==> src/rtl/urx_pkg.sv <==
package urx_pkg;
    // register word offsets (software map)
    localparam int unsigned OFS_DATA = 0;
    localparam int unsigned OFS_STAT = 1;
    localparam int unsigned OFS_FLAG = 6;
    localparam int unsigned OFS_LINE = 11;

    // flag register bit positions
    localparam int unsigned FLG_EMPTY = 0;
    localparam int unsigned FLG_FULL  = 1;
    localparam int unsigned FLG_IRQ   = 2;
    localparam int unsigned FLG_W     = 3;

    // buffer enable bit inside the line control register
    localparam int unsigned FEN_BIT = 4;

    typedef enum logic [1:0] {
        ACT_NONE,
        ACT_POP,
        ACT_SCLR,
        ACT_LINE
    } bus_act_e;
endpackage

==> src/rtl/urx_store.sv <==
module urx_store #(
    parameter int unsigned DEPTH   = 16,
    parameter int unsigned ENTRY_W = 12,
    localparam int unsigned PTR_W  = $clog2(DEPTH)
) (
    input  logic               clk,
    input  logic               rst_n,
    input  logic               wr_en,
    input  logic [PTR_W-1:0]   wr_idx,
    input  logic [ENTRY_W-1:0] wr_entry,
    input  logic [PTR_W-1:0]   rd_idx,
    output logic [ENTRY_W-1:0] rd_entry
);
    logic [ENTRY_W-1:0] slot_q [DEPTH];

    for (genvar g = 0; g < DEPTH; g++) begin : g_slot
        logic [ENTRY_W-1:0] slot_d;
        always_comb begin
            slot_d = slot_q[g];
            if (wr_en && (wr_idx == PTR_W'(g))) begin
                slot_d = wr_entry;
            end
        end
        always_ff @(posedge clk or negedge rst_n) begin
            if (!rst_n) begin
                slot_q[g] <= '0;
            end else begin
                slot_q[g] <= slot_d;
            end
        end
    end

    assign rd_entry = slot_q[rd_idx];
endmodule

==> src/rtl/urx_regs.sv <==
module urx_regs
    import urx_pkg::*;
#(
    parameter int unsigned ADDR_W = 4,
    parameter int unsigned RD_W   = 12,
    parameter int unsigned ERR_W  = 4,
    parameter int unsigned LCR_W  = 8
) (
    input  logic              bus_en,
    input  logic              bus_we,
    input  logic [ADDR_W-1:0] bus_addr,
    input  logic [LCR_W-1:0]  bus_wdata,
    input  logic [RD_W-1:0]   head_entry,
    input  logic [ERR_W-1:0]  status,
    input  logic [LCR_W-1:0]  line,
    input  logic [FLG_W-1:0]  flags,
    output logic              pop_req,
    output logic              stat_clr,
    output logic              line_wr,
    output logic [LCR_W-1:0]  line_wdata,
    output logic [RD_W-1:0]   bus_rdata
);
    bus_act_e act;

    always_comb begin
        act = ACT_NONE;
        if (bus_en) begin
            if (bus_we) begin
                if (bus_addr == ADDR_W'(OFS_STAT)) act = ACT_SCLR;
                if (bus_addr == ADDR_W'(OFS_LINE)) act = ACT_LINE;
            end else if (bus_addr == ADDR_W'(OFS_DATA)) begin
                act = ACT_POP;
            end
        end
    end

    assign pop_req    = (act == ACT_POP);
    assign stat_clr   = (act == ACT_SCLR);
    assign line_wr    = (act == ACT_LINE);
    assign line_wdata = bus_wdata;

    always_comb begin
        bus_rdata = '0;
        if (bus_en && !bus_we) begin
            case (bus_addr)
                ADDR_W'(OFS_DATA): bus_rdata = head_entry;
                ADDR_W'(OFS_STAT): bus_rdata = RD_W'(status);
                ADDR_W'(OFS_FLAG): bus_rdata = RD_W'(flags);
                ADDR_W'(OFS_LINE): bus_rdata = RD_W'(line);
                default:           bus_rdata = '0;
            endcase
        end
    end
endmodule

==> src/rtl/urx_ctrl.sv <==
module urx_ctrl
    import urx_pkg::*;
#(
    parameter int unsigned DEPTH  = 16,
    parameter int unsigned ERR_W  = 4,
    parameter int unsigned LCR_W  = 8,
    localparam int unsigned CNT_W = $clog2(DEPTH + 1),
    localparam int unsigned PTR_W = $clog2(DEPTH),
    localparam int unsigned SUM_W = CNT_W + 1
) (
    input  logic             clk,
    input  logic             rst_n,
    input  logic             push_valid,
    input  logic [CNT_W-1:0] rx_trig,
    input  logic             pop_req,
    input  logic             stat_clr,
    input  logic             line_wr,
    input  logic [LCR_W-1:0] line_wdata,
    input  logic [ERR_W-1:0] head_err,
    output logic             wr_en,
    output logic [PTR_W-1:0] wr_idx,
    output logic [PTR_W-1:0] rd_idx,
    output logic             full_o,
    output logic             empty_o,
    output logic             irq_o,
    output logic [ERR_W-1:0] status_o,
    output logic [LCR_W-1:0] line_o
);
    typedef struct packed {
        logic [CNT_W-1:0] cnt;
        logic [PTR_W-1:0] rd_ptr;
        logic             empty;
        logic             full;
        logic             irq;
        logic [ERR_W-1:0] status;
        logic [LCR_W-1:0] line;
        logic [CNT_W-1:0] trig;
    } state_t;

    state_t st_d, st_q;

    logic             flip;
    logic             push_ok;
    logic             pop_ok;
    logic [CNT_W-1:0] cnt_n;
    logic [SUM_W-1:0] wr_sum;

    always_comb begin
        flip    = line_wr && (line_wdata[FEN_BIT] != st_q.line[FEN_BIT]);
        push_ok = push_valid && !st_q.full && !flip;
        pop_ok  = pop_req && (st_q.cnt != '0) && !flip;
        cnt_n   = st_q.cnt + CNT_W'(push_ok) - CNT_W'(pop_ok);
        wr_sum  = SUM_W'(st_q.rd_ptr) + SUM_W'(st_q.cnt);
        if (wr_sum >= SUM_W'(DEPTH)) begin
            wr_sum = wr_sum - SUM_W'(DEPTH);
        end

        st_d      = st_q;
        st_d.trig = rx_trig;

        if (pop_req)  st_d.status = head_err;
        if (stat_clr) st_d.status = '0;
        if (line_wr)  st_d.line   = line_wdata;

        if (flip) begin
            st_d.cnt    = '0;
            st_d.rd_ptr = '0;
            st_d.empty  = 1'b1;
            st_d.full   = 1'b0;
            st_d.irq    = 1'b0;
        end else begin
            st_d.cnt   = cnt_n;
            st_d.empty = (cnt_n == '0);
            st_d.full  = st_q.line[FEN_BIT] ? (cnt_n == CNT_W'(DEPTH))
                                            : (cnt_n != '0);
            if (pop_ok) begin
                st_d.rd_ptr = (st_q.rd_ptr == PTR_W'(DEPTH - 1)) ? '0
                                                                 : st_q.rd_ptr + PTR_W'(1);
            end
            if (push_ok && (cnt_n == st_q.trig)) begin
                st_d.irq = 1'b1;
            end else if (pop_ok && (cnt_n == st_q.trig - CNT_W'(1))) begin
                st_d.irq = 1'b0;
            end
        end
    end

    always_ff @(posedge clk or negedge rst_n) begin
        if (!rst_n) begin
            st_q        <= '0;
            st_q.empty  <= 1'b1;
            st_q.trig   <= CNT_W'(1);
        end else begin
            st_q <= st_d;
        end
    end

    assign wr_en    = push_ok;
    assign wr_idx   = PTR_W'(wr_sum);
    assign rd_idx   = st_q.rd_ptr;
    assign full_o   = st_q.full;
    assign empty_o  = st_q.empty;
    assign irq_o    = st_q.irq;
    assign status_o = st_q.status;
    assign line_o   = st_q.line;

    AST_CNT_BOUND: assert property (@(posedge clk) disable iff (!rst_n)
        st_q.cnt <= CNT_W'(DEPTH));

    AST_DROP_WHEN_FULL: assert property (@(posedge clk) disable iff (!rst_n)
        (push_valid && full_o && !pop_req && !line_wr) |=> $stable(st_q.cnt));

    AST_PUSH_FILLS: assert property (@(posedge clk) disable iff (!rst_n)
        (push_valid && !full_o && !line_wr) |=> !empty_o);

    AST_POP_UNFULL: assert property (@(posedge clk) disable iff (!rst_n)
        (pop_req && !empty_o && !line_wr) |=> !full_o);

    AST_STAT_WIPE: assert property (@(posedge clk) disable iff (!rst_n)
        stat_clr |=> (status_o == '0));

    AST_FLUSH_STATE: assert property (@(posedge clk) disable iff (!rst_n)
        flip |=> (empty_o && !full_o && !irq_o));

    AST_IRQ_FROM_PUSH: assert property (@(posedge clk) disable iff (!rst_n)
        $rose(irq_o) |-> $past(push_valid));
endmodule

==> src/rtl/uart_rx_fifo.sv <==
module uart_rx_fifo
    import urx_pkg::*;
#(
    parameter int unsigned DATA_W = 8,
    parameter int unsigned ERR_W  = 4,
    parameter int unsigned DEPTH  = 16,
    parameter int unsigned ADDR_W = 4,
    parameter int unsigned LCR_W  = 8
) (
    input  logic                         clk,
    input  logic                         rst_n,
    input  logic                         push_valid,
    input  logic [DATA_W-1:0]            push_data,
    input  logic [ERR_W-1:0]             push_err,
    input  logic [$clog2(DEPTH+1)-1:0]   rx_trig,
    input  logic                         bus_en,
    input  logic                         bus_we,
    input  logic [ADDR_W-1:0]            bus_addr,
    input  logic [LCR_W-1:0]             bus_wdata,
    output logic [DATA_W+ERR_W-1:0]      bus_rdata,
    output logic                         rx_full,
    output logic                         rx_empty,
    output logic                         rx_irq
);
    localparam int unsigned ENTRY_W = DATA_W + ERR_W;
    localparam int unsigned PTR_W   = $clog2(DEPTH);

    logic               wr_en;
    logic [PTR_W-1:0]   wr_idx;
    logic [PTR_W-1:0]   rd_idx;
    logic [ENTRY_W-1:0] head_entry;
    logic               pop_req;
    logic               stat_clr;
    logic               line_wr;
    logic [LCR_W-1:0]   line_wdata;
    logic [ERR_W-1:0]   status;
    logic [LCR_W-1:0]   line;
    logic [FLG_W-1:0]   flags;

    urx_store #(.DEPTH(DEPTH), .ENTRY_W(ENTRY_W)) u_store (
        .clk      (clk),
        .rst_n    (rst_n),
        .wr_en    (wr_en),
        .wr_idx   (wr_idx),
        .wr_entry ({push_err, push_data}),
        .rd_idx   (rd_idx),
        .rd_entry (head_entry)
    );

    urx_ctrl #(.DEPTH(DEPTH), .ERR_W(ERR_W), .LCR_W(LCR_W)) u_ctrl (
        .clk        (clk),
        .rst_n      (rst_n),
        .push_valid (push_valid),
        .rx_trig    (rx_trig),
        .pop_req    (pop_req),
        .stat_clr   (stat_clr),
        .line_wr    (line_wr),
        .line_wdata (line_wdata),
        .head_err   (head_entry[ENTRY_W-1:DATA_W]),
        .wr_en      (wr_en),
        .wr_idx     (wr_idx),
        .rd_idx     (rd_idx),
        .full_o     (rx_full),
        .empty_o    (rx_empty),
        .irq_o      (rx_irq),
        .status_o   (status),
        .line_o     (line)
    );

    always_comb begin
        flags            = '0;
        flags[FLG_EMPTY] = rx_empty;
        flags[FLG_FULL]  = rx_full;
        flags[FLG_IRQ]   = rx_irq;
    end

    urx_regs #(.ADDR_W(ADDR_W), .RD_W(ENTRY_W), .ERR_W(ERR_W), .LCR_W(LCR_W)) u_regs (
        .bus_en     (bus_en),
        .bus_we     (bus_we),
        .bus_addr   (bus_addr),
        .bus_wdata  (bus_wdata),
        .head_entry (head_entry),
        .status     (status),
        .line       (line),
        .flags      (flags),
        .pop_req    (pop_req),
        .stat_clr   (stat_clr),
        .line_wr    (line_wr),
        .line_wdata (line_wdata),
        .bus_rdata  (bus_rdata)
    );
endmodule

==> config.mk <==
export PLATFORM = sky130hd
export DESIGN_NAME = uart_rx_fifo
export DESIGN_NICKNAME = d
export VERILOG_FILES = /design/src/rtl/urx_pkg.sv /design/src/rtl/urx_store.sv /design/src/rtl/urx_regs.sv /design/src/rtl/urx_ctrl.sv /design/src/rtl/uart_rx_fifo.sv
export SDC_FILE = /design/constraint.sdc
export NUM_CORES = 1
export LEC_CHECK = 0
export ABC_CLOCK_PERIOD_IN_PS = 3880
export BUFFER_PORTS_ARGS = -buffer_cell sky130_fd_sc_hd__buf_2
export CAP_MARGIN = 20
export CORE_MARGIN = 4
export CORE_UTILIZATION = 30
export CTS_CLUSTER_SIZE = 10
export DETAILED_ROUTE_END_ITERATION = 16
export PLACE_DENSITY = 0.48
export SLEW_MARGIN = 20
export SYNTH_ARGS = -nofsm -noshare
export SYNTH_HDL_FRONTEND = slang
export SYNTH_SLANG_ARGS = --single-unit
==> constraint.sdc <==
create_clock -name clk -period 3.88 [get_ports clk]
set_clock_uncertainty 0.1 [all_clocks]
set_input_delay 0.582 -clock clk [delete_from_list [all_inputs] [get_ports clk]]
set_output_delay 0.582 -clock clk [all_outputs]
set_load 0.02 [all_outputs]
[Word level (Yosys, flattened, before mapping)]
Index checks and enable logic that the tools add are counted.
Storage, ports and cells
  register bits: 221
  bits of input ports: 34
  output and inout port bits: 15
  word-level logic and storage cells: 113
Operators by class
  add/subtract/negate cells: 6
  $lt $le $gt $ge: 2
  equality and inequality tests: 26
  muxes and demuxes: 19
  bitwise logic cells: 1
  reduce and logical (&&, ||, !) cells: 35
Operator list (count)
  12-bit binary-select mux with 4-bit select: 1
  12-bit 2-to-1 mux: 4
  12-bit case mux with 4 select lines: 1
  4-bit equality test, second input constant: 10
  1-bit logical AND: 24
  4-bit by 3-bit equality test with 1-bit output, second input constant: 5
  4-bit 2-to-1 mux: 5
  5-bit equality test: 2
  5-bit nonzero test: 2
  4-bit by 1-bit equality test with 1-bit output, second input constant: 2
  4-bit by 2-bit equality test with 1-bit output, second input constant: 2
  4-bit zero test: 2
  2-bit 2-to-1 mux: 4
  4-bit by 5-bit adder with 6-bit output: 1
  6-bit by 5-bit >= comparator with 1-bit output, second input constant: 1
  5-bit by 1-bit adder with 5-bit output: 1
  5-bit equality test, second input constant: 1
  5-bit >= comparator, second input constant: 1
  5-bit zero test: 1
  4-bit NOT with 5-bit output: 1
  5-bit by 1-bit subtractor with 5-bit output: 1
  5-bit by 1-bit subtractor with 5-bit output, second input constant: 1
  4-bit by 1-bit adder with 4-bit output, second input constant: 1
  2-bit equality test, second input constant: 2
  7 further kinds: 13

[Depth between registers and ports, before layout]
Gate-level depths: netlist (run 1).
  depth after elaboration: 16
  depth in mapped cells: 19
  depth with buffers taken out: 17

[Cells and area by module]
A second synthesis (run 1) with hierarchy kept.
Second synthesis, totals
  cells, all modules: 754
  area total of the unflattened synthesis: 10714.0 um^2
Modules (own cells, without submodules)
  urx_store: times used 1, cells each 538, area an instance 8620.8 um^2, seq. area each 4804.6 um^2
  urx_ctrl: times used 1, cells each 164, area an instance 1720.4 um^2, seq. area each 728.2 um^2
  urx_regs: times used 1, cells each 52, area an instance 372.9 um^2, seq. area each 0.0 um^2

[Least setup slack after synthesis (run 1)]
OpenSTA, ideal clock, no wires.
  path kind: in2reg
  start: in bus_addr[1]
  end: reg u_ctrl.st_q (netlist bit u_ctrl.irq_o)
  library setup time: 0.131 ns
  data arrival time: 3.489 ns
  data required time: 3.649 ns
  path slack: 0.160 ns
  cell stages on the path: 19
  buffers on the path: 2
  cell sequence: nor3_1 > nand2b_1 > a21o_1 > inv_1 > ha_1 > buf_2 > and2_1 > buf_6 > nor2_1 > ha_1 > inv_1 > ha_1 > inv_1 > fa_1 > xor2_1 > xnor2_1 > xnor2_1 > a31o_2 > o211ai_1
On the way
  longest elaborated chain between the ends: 15
  elaborated cells on any way between the ends: 24
  those cells by class: add/sub: 2; eq/ne: 6; mux: 7; reduce/logical: 9
Ends and longest elaborated chain
  from (decl): line uart_rx_fifo.sv:18  | input logic [ADDR_W-1:0] bus_addr,
  4-bit by 1-bit equality test with 1-bit output: line urx_regs.sv:29  | if (bus_addr == ADDR_W'(OFS_STAT)) act = ACT_SCLR;
  2-bit 2-to-1 mux: line urx_regs.sv:29
  2-bit 2-to-1 mux: line urx_regs.sv:30  | if (bus_addr == ADDR_W'(OFS_LINE)) act = ACT_LINE;
  2-bit 2-to-1 mux *: line urx_regs.sv:28  | if (bus_we) begin
  2-bit 2-to-1 mux *: line urx_regs.sv:27  | if (bus_en) begin
  2-bit equality test: line urx_regs.sv:39  | assign line_wr = (act == ACT_LINE);
  1-bit logical AND: line urx_ctrl.sv:49  | flip = line_wr && (line_wdata[FEN_BIT] != st_q.line[FEN_BIT]);
  1-bit zero test: line urx_ctrl.sv:50, urx_ctrl.sv:51
  1-bit logical AND: line urx_ctrl.sv:50  | push_ok = push_valid && !st_q.full && !flip;
  5-bit by 1-bit adder with 5-bit output: line urx_ctrl.sv:52  | cnt_n = st_q.cnt + CNT_W'(push_ok) - CNT_W'(pop_ok);
  5-bit by 1-bit subtractor with 5-bit output: line urx_ctrl.sv:52
  5-bit equality test: line urx_ctrl.sv:80  | if (push_ok && (cnt_n == st_q.trig)) begin
  1-bit logical AND: line urx_ctrl.sv:80
  1-bit 2-to-1 mux: line urx_ctrl.sv:80
  12-bit 2-to-1 mux: line urx_ctrl.sv:65  | if (flip) begin
  to (signal assigned): line urx_ctrl.sv:94  | st_q <= st_d;
  to (decl): line urx_ctrl.sv:40  | state_t st_d, st_q;
Mark *: on every way between the ends. The rest lies on a longest branch, timed or not.
A chain may end at the register's enable or synchronous reset.

[Final worst setup path (run 1)]
  start: reg u_ctrl.st_q (netlist bit u_ctrl.rd_idx[0])
  end: out bus_rdata[2]
On the way
  longest elaborated chain between the ends: 6
Ends and longest elaborated chain
  4-bit NOT with 5-bit output (not written as such): line urx_store.sv:33  | assign rd_entry = slot_q[rd_idx];
  12-bit binary-select mux with 4-bit select: line urx_store.sv:33
  12-bit 2-to-1 mux (not written as such) (2 in a row): line urx_store.sv:33
  12-bit case mux with 4 select lines: line urx_regs.sv:45  | case (bus_addr)
  12-bit 2-to-1 mux: line urx_regs.sv:44  | if (bus_en && !bus_we) begin
  to (decl): line uart_rx_fifo.sv:20  | output logic [DATA_W+ERR_W-1:0] bus_rdata,
No other way between the ends. The select of a mux whose other input is x is not followed.

==> flow_summary.ini, run 1 <==
[cts]
cts_resized = 0
clockBufferDepth = 3
clk_latency_ps = 550
h-tree-depth = 1
ctsHoldBuffers = 0
clk_pin_slew_ps = 60
cts.sinks = 221
cts_setup_buffers = 0
root_buffer = clkbuf_16
cts_buffers = 27
cts_tree = yes

[drt]
first_pass_iters = 4
ant_nets = 0
routed_via_density = 4.961
drt-initial-drc-count = 293
vias = 6161
wl_mm = 25.40
post_drt_wl_per_cell_um = 20.45
drc = 0

[die]
die_area_sq_um = 38010
core_sq_um = 34540
rows = 68
die_w_um = 195.0
die_h_um = 195.0
pin_count = 49
start_util_pct = 30.35

[yosys]
netlist_area_sq_um = 10490
yosysWarnings = 0
synthCells = 714
synth_edf_count = 0
synth.distinct_cells = 48
syn_area_per_cell_sq_um = 14.68
ys_seq_area_share_pct = 52.77
ys.flop_type = dfrtp_1
ys_ff_latch = 221
async_flop_share_pct = 100.0
synth_fp_nets = 764

[critical_path]
crit_type = register to output pin
required_ps = 3200
reg2regPathDepth = 15
worst_r2r_endpoint = u_ctrl.irq_o$_DFFE_PN0P_
cp-endpoint = bus_rdata[2]
reg2reg_setup_slack_ps = 580
start_kind = register
crit_start = u_ctrl.rd_idx[0]$_DFFE_PN0P_
cp-end-kind = output pin
arrival_ps = 2950
worstReg2RegStart = u_ctrl.st_q[26]$_DFF_PN0_
cp_max_fo = 17

[timing]
fmax_ghz = 0.2753
grt_setup_unrepaired = no
slew_violations = 0
relSlewSlack_pct = 46.40
finalSetupTns_ps = 0
setup_viol = 0
tightest_slew_ps = 804.0
layout_min_cycle_time_ps = 3632
hold_violations = 8
post-route-period-util_pct = 93.60
hold_ws_ps = -12.59

[layout]
layout.nets = 827
stdcell_area_sq_um = 12200
layout-drive-gt1-share_pct = 47.52
layout_commonest_cell = dfrtp_1
fillers = 3419
regArea_sq_um = 5538
mostFrequentLayoutCells = dfrtp_1 (217), mux2_2 (200), mux4_2 (48)
multiInputGateArea_sq_um = 4706
syn_to_final_growth_pct = 16.32
diodes = 0

[power_and_ir_drop]
power.density_nw_per_um2 = 704.9
total_power_mw = 8.597
ir_drop_mv = 0.5011
leakage_nw = 5.767

[job]
cap_violations = 0

[global_route]
grt_pass1_wl_mm = 40.90
grt_pass1_vias = 6745
use_met2_pct = 20.97
met1_usage_pct = 20.06
grt_util_all_layers_pct = 13.60
grt_max_degree = 100
antenna_found_initial = 0
overflow = 0
grtUsageMet3_pct = 2.219
top_usage_layer = met2

[outcome]
status = finished, violations left
violations = negative hold slack

[place]
dp_hpwl_mm = 16.35
portBuffers = 48
place_congestion = 0.7610
place_area_sq_um = 11420

[min_path]
min_path_type = primary input to async pin
[sequential cells by signal, summed over array words and instances (netlist names)]
signal and count:
u_ctrl.empty_o 1, u_ctrl.full_o 1, u_ctrl.irq_o 1, u_ctrl.line_o 8, u_ctrl.rd_idx 4, u_ctrl.st_q 10, u_ctrl.status_o 4, u_store.slot_q 192
[where the power goes]
| part | internal, mW | switching [mW] |
|---|---|---|
| clock network | 1.32 | 0.946 |
| logic | 1.51 | 1.28 |
| registers | 3.12 | 0.426 |
| total | 5.95 | 2.65 |
[cells by family (layout without fill, tap and decap cells)]
kind of cell / after synthesis / count (layout) / synth area share (%)
compound gates: 59 / 59 / 4.248
fa+ha+maj: 16 / 16 / 2.053
mux: 249 / 249 / 31.89
xor+xnor: 25 / 25 / 2.220
buf+inv: 62 / 135 / 2.602
flops: 221 / 221 / 52.77
simple gates: 82 / 82 / 4.224
[critical path: stages, from the launching register on]
cell and delay, ps:
dfrtp_4 530, buf_12 220, mux4_2 530, a22o_1 290, a221oi_1 500, o21ai_0 140
buf_2 180
[metal layers]
metal  part of all wire [%]  vias up
li1                       -     2772
met1                     49     3256
met2                     45       87
met3                    3.8       46
met4                    2.4        0
met5                      0        -
[layout make-up]
type                            count  share of cell area (%)
Clock buffer                       37                   6.094
Clock inverter                      2                  0.2359
Tap cell                          455                   4.668
Inverter                           13                  0.4001
Multi-Input combinational cell    431                   38.58
Sequential cell                   221                   45.40
Timing Repair Buffer               83                   4.616
[Yosys cell counts (all sizes together) (2+ instances only)]
| cell | count | share of area (%) |
|---|---|---|
| and2 | 5 | 0.30 |
| a22o | 14 | 1.2 |
| nor3 | 7 | 0.33 |
| fa | 2 | 0.38 |
| a221oi | 11 | 0.92 |
| mux4 | 48 | 10 |
| a21oi | 6 | 0.29 |
| ha | 14 | 1.7 |
| a21o | 3 | 0.21 |
| nand4 | 5 | 0.30 |
| nand2 | 17 | 0.61 |
| and4 | 2 | 0.17 |
| nand2b | 3 | 0.18 |
| xor2 | 7 | 0.58 |
| buf | 27 | 1.3 |
| nand4b | 2 | 0.17 |
| nand3 | 8 | 0.38 |
| dfstp | 2 | 0.50 |
| o21ai | 8 | 0.38 |
| o31ai | 6 | 0.43 |
| mux2 | 200 | 21 |
| clkbuf | 22 | 0.79 |
| inv | 13 | 0.47 |
| nand3b | 2 | 0.14 |
| nor2 | 20 | 0.72 |
| dfrtp | 219 | 52 |
| xnor2 | 17 | 1.4 |
| nor2b | 3 | 0.18 |
| a22oi | 5 | 0.36 |
[how the worst min path moves through the flow]
stage,endpoint,startpoint,depth (start not counted),slack (ps)
CTS,u_store.slot_q[127]$_DFFE_PN0P_,rst_n,1,10
detailed placement,u_ctrl.status_o[3]$_DFFE_PN0P_,u_ctrl.status_o[3]$_DFFE_PN0P_,2,370
floorplan,u_ctrl.full_o$_DFF_PN0_,rst_n,0,190
finish,u_store.slot_q[127]$_DFFE_PN0P_,rst_n,1,-10
global placement,u_ctrl.status_o[0]$_DFFE_PN0P_,u_ctrl.status_o[0]$_DFFE_PN0P_,2,370
global route,u_ctrl.st_q[0]$_DFF_PN1_,rx_trig[0],1,20
[metrics by stage]
| step | utilization, % | cells | setup slack [ps] |
|---|---|---|---|
| floorplan | - | 714 | 160.4 |
| global placement | 33.07 | 1203 | 113.5 |
| detailed placement | 33.07 | 1203 | 94.46 |
| CTS | 35.31 | 1242 | 165.7 |
| global route | 35.31 | 1242 | 25.80 |
| finish | 35.31 | 1242 | 248.2 |
No activity file was read; power rests on OpenSTA's default activity.
==> run 2: changes to the inputs <==
- CORE_MARGIN: 4 -> not set
- CTS_BUF_LIST: not set -> sky130_fd_sc_hd__clkbuf_4 sky130_fd_sc_hd__clkbuf_8 sky130_fd_sc_hd__clkbuf_16
==> run 2 against run 1 <==
  * The flow now finishes without violations
  * Count of clock-buffer cells in the layout unchanged
  * Register-to-register slack got worse by 50 ps
  * Clock power increased by 2%
  * Critical endpoint is now bus_rdata[10]
  * Cell area increased by 0.24%
  * Total power increased by 0.32%
==> flow_summary.ini, run 2 (same netlist as run 1, synthesis figures left out) <==
[layout]
multiInputGateArea_sq_um = 4712
largest_reg_flops = 192
layout-drive-gt1-share_pct = 48.28
mostFrequentLayoutCells = dfrtp_1 (217), mux2_2 (200), mux4_2 (48)
stdcell_area_sq_um = 12230
diodes = 0
layout.nets = 826
fillers = 3343
syn_to_final_growth_pct = 16.60
layout_commonest_cell = dfrtp_1
fin_util_pct = 35.48
regArea_sq_um = 5538
top_register = u_store.slot_q

[power_and_ir_drop]
share_comb_of_total_power_pct = 31.9
clkPwrFrac_pct = 26.6
power.density_nw_per_um2 = 705.5
p_int_mw = 5.996
switchingPower_mw = 2.629
swShare_pct = 30.48
seq_power_share_pct = 41.5
leakage_nw = 5.796
ir_drop_mv = 0.3728

[die]
die_area_sq_um = 35700
pin_count = 49
core_sq_um = 34460
start_util_pct = 30.43
rows = 68
die_w_um = 189.0
die_h_um = 189.0

[timing]
slew_violations = 0
relSlewSlack_pct = 41.12
post-route-period-util_pct = 96.23
setup_ws_ps = 146.4
finalSetupTns_ps = 0
grt_setup_unrepaired = no
hold_violations = 0
layout_min_cycle_time_ps = 3734
tightest_slew_ps = 876.9
setup_viol = 0
fmax_ghz = 0.2678

[cts]
cts_tree = yes
root_buffer = clkbuf_16
clockBufferDepth = 3
cts_buffers = 27
ctsHoldBuffers = 1
cts_resized = 0
clk_latency_ps = 530
clk_pin_slew_ps = 50
h-tree-depth = 1
cts_setup_buffers = 0
cts.sinks = 221

[place]
portBuffers = 48
place_congestion = 0.8010
dpl_worst_slack_ps = 34.30
dp_hpwl_mm = 16.06
place_area_sq_um = 11420

[drt]
drc = 0
wl_mm = 25.26
top_layer = met5
post_drt_wl_per_cell_um = 20.34
first_pass_iters = 4
routed_via_density = 4.962
wl_met3_um = 941
wl_met1_mm = 11.97
vias = 6163
dr_wl_met2_mm = 11.91
drt-initial-drc-count = 264
ant_nets = 0

[global_route]
grt_pass1_vias = 6578
antenna_found_initial = 1
grt_max_degree = 67
grt_util_all_layers_pct = 14.61
overflow = 0
grt_pass1_wl_mm = 40.16

[critical_path]
crit_type = register to output pin
required_ps = 3200
cp-end-kind = output pin
reg2regPathDepth = 15
start_kind = register
cp_max_fo = 18
arrival_ps = 3050

[job]
cap_violations = 0

[outcome]
status = finished clean

[min_path]
holdPathStages = 1
min_path_type = primary input to register
-- run 2: changes by cell type in the layout (fill, tap and decap cells not counted) --
cell / previous run / this run
clkinv_2: 0 / 2
clkbuf_4: 0 / 7
dlygate4sd3_1: 0 / 1
clkinv_4: 1 / 0
clkbuf_1: 7 / 0
buf_4: 31 / 29
nor3_2: 3 / 2
nor3_4: 1 / 2
-- run 2: metal layers --
metal,track usage [%],up-vias
met5,0,-
met4,3.195,2
met3,2.095,37
met2,23.83,98
met1,20.55,3246
li1,-,2780
-- run 2: area by class of cell --
| cell class | count | area share (%) |
|---|---|---|
| Sequential cell | 221 | 45.30 |
| Clock inverter | 3 | 0.2456 |
| Multi-Input combinational cell | 431 | 38.54 |
| Timing Repair Buffer | 82 | 4.565 |
| Clock buffer | 37 | 6.294 |
| Tap cell | 455 | 4.657 |
| Inverter | 13 | 0.3991 |
-- run 2: path summary, 6_finish.rpt --
kind	start	to	slack, ps
hold reg to reg	u_ctrl.status_o[3]$_DFFE_PN0P_	u_ctrl.status_o[3]$_DFFE_PN0P_	380
max in group asynchronous	rst_n	u_store.slot_q[0]$_DFFE_PN0P_	2310
setup / recovery	u_ctrl.rd_idx[0]$_DFFE_PN0P_	bus_rdata[10]	150
min in group asynchronous	rst_n	u_store.slot_q[139]$_DFFE_PN0P_	440
setup reg to reg	u_ctrl.st_q[27]$_DFF_PN0_	u_ctrl.irq_o$_DFFE_PN0P_	530
hold / removal	rx_trig[0]	u_ctrl.st_q[0]$_DFF_PN1_	50
-- run 2: critical path, stage by stage (launching register included) --
cell and delay [ps]:
dfrtp_4 680, buf_4 240, mux4_2 510, a22o_1 260, a221oi_1 500, nor2_1 120
buf_2 190
-- run 2: metrics by stage --
step	std cells	total power, mW	hold WS [ps]
2_1_floorplan	714	5.583	186.4
3_3_place_gp	1201	6.349	368.7
3_5_place_dp	1201	6.396	371.0
4_1_cts	1242	8.751	28.84
5_1_grt	1242	9.157	24.28
6_report	1242	8.625	49.41
-- run 2: power groups by stage --
stage | logic (mW) | clock network, mW | registers [mW]
after global placement | 2.74 | 0 | 3.61
after CTS | 2.79 | 2.39 | 3.58
final | 2.75 | 2.30 | 3.58
after detailed placement | 2.78 | 0 | 3.62
after floorplan | 2.15 | 0 | 3.44
after global routing | 2.99 | 2.47 | 3.69
